File: src/rtl/vl_policer.sv
module vl_policer #(
  parameter int NUM_LINKS = 4,
  parameter int LEN_W     = 11,
  parameter int GAP_W     = 8,
  parameter int JIT_W     = 8,
  parameter int FRAC_W    = 8,
  parameter int CNT_W     = 16,
  localparam int LINK_W   = (NUM_LINKS > 1) ? $clog2(NUM_LINKS) : 1,
  localparam int CAP_W    = LEN_W + JIT_W + 1,
  localparam int CRED_W   = CAP_W + FRAC_W,
  localparam int RATE_W   = LEN_W + FRAC_W
) (
  input  logic                         clk,
  input  logic                         rst_n,
  input  logic                         cfg_we,
  input  logic [LINK_W-1:0]            cfg_link,
  input  logic [LEN_W-1:0]             cfg_max_len,
  input  logic [GAP_W-1:0]             cfg_gap,
  input  logic [JIT_W-1:0]             cfg_jitter,
  input  logic                         tick,
  input  logic                         arr_valid,
  input  logic [LINK_W-1:0]            arr_link,
  input  logic [LEN_W-1:0]             arr_len,
  output logic                         verdict_valid,
  output logic                         verdict_pass,
  output logic [NUM_LINKS*CNT_W-1:0]   drop_count
);

  logic              lnk_on   [NUM_LINKS];
  logic [LEN_W-1:0]  lnk_max  [NUM_LINKS];
  logic [RATE_W-1:0] lnk_rate [NUM_LINKS];
  logic [CRED_W-1:0] lnk_cap  [NUM_LINKS];
  logic [CRED_W-1:0] credit   [NUM_LINKS];
  logic [CRED_W-1:0] credit_d [NUM_LINKS];
  logic [CNT_W-1:0]  drops    [NUM_LINKS];

  logic                     cfg_ok;
  logic [GAP_W-1:0]         gap_div;
  logic [LEN_W+JIT_W-1:0]   slack;
  logic [CAP_W-1:0]         cap_bytes;
  logic [RATE_W-1:0]        rate_new;

  assign cfg_ok    = (cfg_max_len != '0) && (cfg_gap != '0);
  assign gap_div   = (cfg_gap == '0) ? GAP_W'(1) : cfg_gap;
  assign slack     = (LEN_W+JIT_W)'(cfg_max_len) * (LEN_W+JIT_W)'(cfg_jitter)
                     / (LEN_W+JIT_W)'(gap_div);
  assign cap_bytes = CAP_W'(cfg_max_len) + CAP_W'(slack);
  assign rate_new  = {cfg_max_len, {FRAC_W{1'b0}}} / RATE_W'(gap_div);

  logic [CRED_W-1:0] len_fx;
  logic              admit;

  assign len_fx = CRED_W'({arr_len, {FRAC_W{1'b0}}});
  assign admit  = lnk_on[arr_link] && (arr_len <= lnk_max[arr_link])
                  && (credit[arr_link] >= len_fx);

  always_comb begin
    for (int i = 0; i < NUM_LINKS; i++) begin
      logic [CRED_W:0] sum;
      sum = {1'b0, credit[i]};
      if (arr_valid && admit && arr_link == LINK_W'(i))
        sum = sum - {1'b0, len_fx};
      if (tick && lnk_on[i])
        sum = sum + (CRED_W+1)'(lnk_rate[i]);
      credit_d[i] = (sum > {1'b0, lnk_cap[i]}) ? lnk_cap[i] : sum[CRED_W-1:0];
    end
  end

  always_ff @(posedge clk) begin
    if (!rst_n) begin
      verdict_valid <= 1'b0;
      verdict_pass  <= 1'b0;
      for (int i = 0; i < NUM_LINKS; i++) begin
        lnk_on[i]   <= 1'b0;
        lnk_max[i]  <= '0;
        lnk_rate[i] <= '0;
        lnk_cap[i]  <= '0;
        credit[i]   <= '0;
        drops[i]    <= '0;
      end
    end else begin
      verdict_valid <= arr_valid;
      verdict_pass  <= arr_valid && admit;
      for (int i = 0; i < NUM_LINKS; i++) begin
        if (arr_valid && !admit && arr_link == LINK_W'(i))
          drops[i] <= drops[i] + 1'b1;
        if (cfg_we && cfg_link == LINK_W'(i)) begin
          lnk_on[i]   <= cfg_ok;
          lnk_max[i]  <= cfg_max_len;
          lnk_rate[i] <= cfg_ok ? rate_new : '0;
          lnk_cap[i]  <= cfg_ok ? {cap_bytes, {FRAC_W{1'b0}}} : '0;
          credit[i]   <= cfg_ok ? {cap_bytes, {FRAC_W{1'b0}}} : '0;
        end else begin
          credit[i]   <= credit_d[i];
        end
      end
    end
  end

  for (genvar g = 0; g < NUM_LINKS; g++) begin : g_cnt
    assign drop_count[g*CNT_W +: CNT_W] = drops[g];
  end

endmodule

File: config.mk
export PLATFORM = sky130hd
export DESIGN_NAME = vl_policer
export DESIGN_NICKNAME = d
export VERILOG_FILES = /design/src/rtl/vl_policer.sv
export SDC_FILE = /design/constraint.sdc
export NUM_CORES = 2
export LEC_CHECK = 0
export ABC_AREA = 1
export CAP_MARGIN = 0
export CORE_MARGIN = 2
export CORE_UTILIZATION = 50
export CTS_CLUSTER_SIZE = 25
export DETAILED_ROUTE_END_ITERATION = 10
export GPL_TIMING_DRIVEN = 0
export HOLD_SLACK_MARGIN = 0.15
export PLACE_DENSITY = 0.79
export SKIP_LAST_GASP = 1
export SLEW_MARGIN = 20
export SYNTH_ARGS = -nofsm -noshare
export SYNTH_HDL_FRONTEND = slang
export SYNTH_SLANG_ARGS = --single-unit
File: constraint.sdc
create_clock -name clk -period 99.6 [get_ports clk]
set_input_delay 24.9 -clock clk [delete_from_list [all_inputs] [get_ports clk]]
set_output_delay 24.9 -clock clk [all_outputs]
set_load 0.01 [all_outputs]
==> results.yml <==
run_status:
  status: "completed"
critical_path:
  critPathLaunch: "cfg_max_len[2]"
  endpoint_kind: "register"
  required_ns: 99.85
  crit_path_max_incr_delay_ns: 0.81
  start_kind: "primary input"
  cp.arrival_ns: 74.49
  cp_max_fo: 10
  r2r-start: "credit[1][7]"
  path_common_cell: "nand2_1"
  cp_slowest_cell: "clkbuf_1"
  critical_path_class: "in2reg"
finish:
  layout_common_cells: "nand2_1, inv_1, nor2_1"
  drive_gt1_frac: 0.0638
  synthToLayoutAreaGrowth_pct: 10.1
  mostFrequentLayoutCell: "nand2_1"
  final_area_sq_mm: 0.0499
  fin_nets: 7102
synth:
  synth.ff_latch_count: 382
  yosysWarnings: 0
  netlist_instances: 6192
  synth_top_area_share: 0.250
  syn_avg_cell_area_sq_um: 7.32
  synthFlopType: "edfxtp_1"
  yosysTopAreaCell: "edfxtp_1"
  synth-edff-count: 377
  synth_area_leaders: "edfxtp_1, ha_1, nand2_1"
  synth_cell_types: 81
  yosysSeqAreaShare: 0.252
  syn_area_sq_mm: 0.0453
  async_reset_ff_frac: 0
timing:
  max-slew-margin-rel: 0.176
  fmax_mhz: 13.5
  skew_ns: 0.0355
  rsz0062_at_grt: "no"
  tns_ns: 0
  min_period_over_period: 0.745
  period_needed_ns: 74.24
  hold_viol: 0
  finalSetupViolCount: 0
  worst_pin_slew_ns: 1.23
  slew_violations: 0
min_path:
  hp-start: "lnk_on[2]"
  hold_class: "reg2reg"
place:
  place_hpwl_mm: 103
  port_buffers: 112
  dpl_cell_area_sq_mm: 0.0486
  gp_congestion: 0.978
floorplanning:
  ios: 113
  fp.coreArea_sq_mm: 0.0900
  rows: 110
  die_h_um: 305
  die_x_um: 305
  dieArea_sq_mm: 0.0931
  initial_core_util: 0.504
clock_network:
  clkTransAtPathRegs_ns: 0.06
  root_buffer: "clkbuf_16"
  cts-hold-fix-buffers: 0
  numCtsBuffers: 42
  cts_max_path_buffers: 3
  cts_tree: "done"
  post_cts_resized: 0
  insertion_delay_ns: 0.58
  cts_setup_buffers: 0
  cts_sinks: 382
  htree_levels: 2
route:
  drt_pre_antenna_iters: 6
  route.detailed.drc: 0
  via_per_inst: 5.57
  final_antenna_net_count: 0
  routed_wl_mm: 132
  num_vias: 42700
  drt_iter0_drc: 3936
  routedWlPerCell_um: 17.1
global_route:
  grt_pass1_wl_mm: 209
  grt_max_degree: 59
  met3_usage: 0.0423
  antenna_found_initial: 6
  gr-max-usage-layer: "met2"
  grt_pass1_vias: 40800
  grt_util_met1: 0.358
  grt_usage: 0.278
  overflow: 0
  grtUsageMet2: 0.462
flow_run:
  maxCapViolCount: 0
-- state kept, by name (all words and copies together), names as in the netlist --
name,count
verdict_valid,1
lnk_max,44
lnk_on,4
verdict_pass,1
drops,64
lnk_cap,80
lnk_rate,76
credit,112
-- stage by stage --
stage | util | cells | hold slack, ns | setup WS, ns
2_1_floorplan | - | 6303 | 0.445 | 34.26
3_3_place_gp | 0.537 | 7591 | 0.513 | 26.47
3_5_place_dp | 0.540 | 7603 | 0.511 | 25.60
4_1_cts | 0.555 | 7677 | 0.521 | 26.05
5_1_grt | 0.555 | 7679 | 0.567 | 20.32
6_report | 0.555 | 7681 | 0.544 | 25.36
-- cell usage after synthesis, drive strengths merged (10+ instances only) --
cell,instances
nand2,1287
inv,1002
nor2,651
ha,520
o21ai,496
edfxtp,377
nand3,339
a21oi,332
xor2,212
xnor2,134
clkbuf,117
nand4,82
nor3,75
fa,64
o211ai,54
or2,50
a21o,45
o21bai,43
nand3b,25
o22ai,24
a31oi,21
nor3b,21
nor4,21
o31ai,21
a221oi,20
buf,20
a22oi,19
o21a,18
clkinv,14
a211oi,10
a22o,10
and2,10
-- cell families after synthesis --
family          count (synthesis)  synth area share
compound gates               1148             0.147
xor+xnor                      346            0.0668
fa+ha+maj                     584             0.172
buf+inv                      1153            0.0985
flops                         382             0.252
mux                             6           0.00132
other cells                     1         0.0000827
simple gates                 2572             0.262
-- worst paths after layout --
| kind | end | cells past startpoint | slack (ns) |
|---|---|---|---|
| max | credit[2][27] | 297 | 25.36 |
| min | lnk_on[2] | 2 | 0.54 |
| max reg2reg | credit[2][9] | 51 | 88.43 |
| min reg2reg | lnk_on[2] | 2 | 0.54 |
-- cell type report --
type / count / area, sq um
Fill cell: 8324 / 40100
Multi-Input combinational cell: 4768 / 29900
Sequential cell: 382 / 11400
Inverter: 1016 / 3830
Tap cell: 1176 / 1470
Timing Repair Buffer: 124 / 1350
Clock buffer: 54 / 1120
Buffer: 137 / 648
Clock inverter: 20 / 181
Antenna cell: 4 / 10.0
-- routing by layer --
| metal | routed length [um] | up-vias |
|---|---|---|
| li1 | - | 21100 |
| met1 | 54400 | 19800 |
| met2 | 60000 | 1611 |
| met3 | 11400 | 287 |
| met4 | 5960 | 2 |
| met5 | 11 | - |
-- critical path: cells and delay by family --
family          cells  cell delay [ns]
compound gates    103            18.45
simple gates      104            11.91
buf+inv            65            10.31
fa+ha+maj          25             8.81
Power is not shown: default switching activity piles up to over one toggle a cycle in this logic, so the estimate is an artifact.
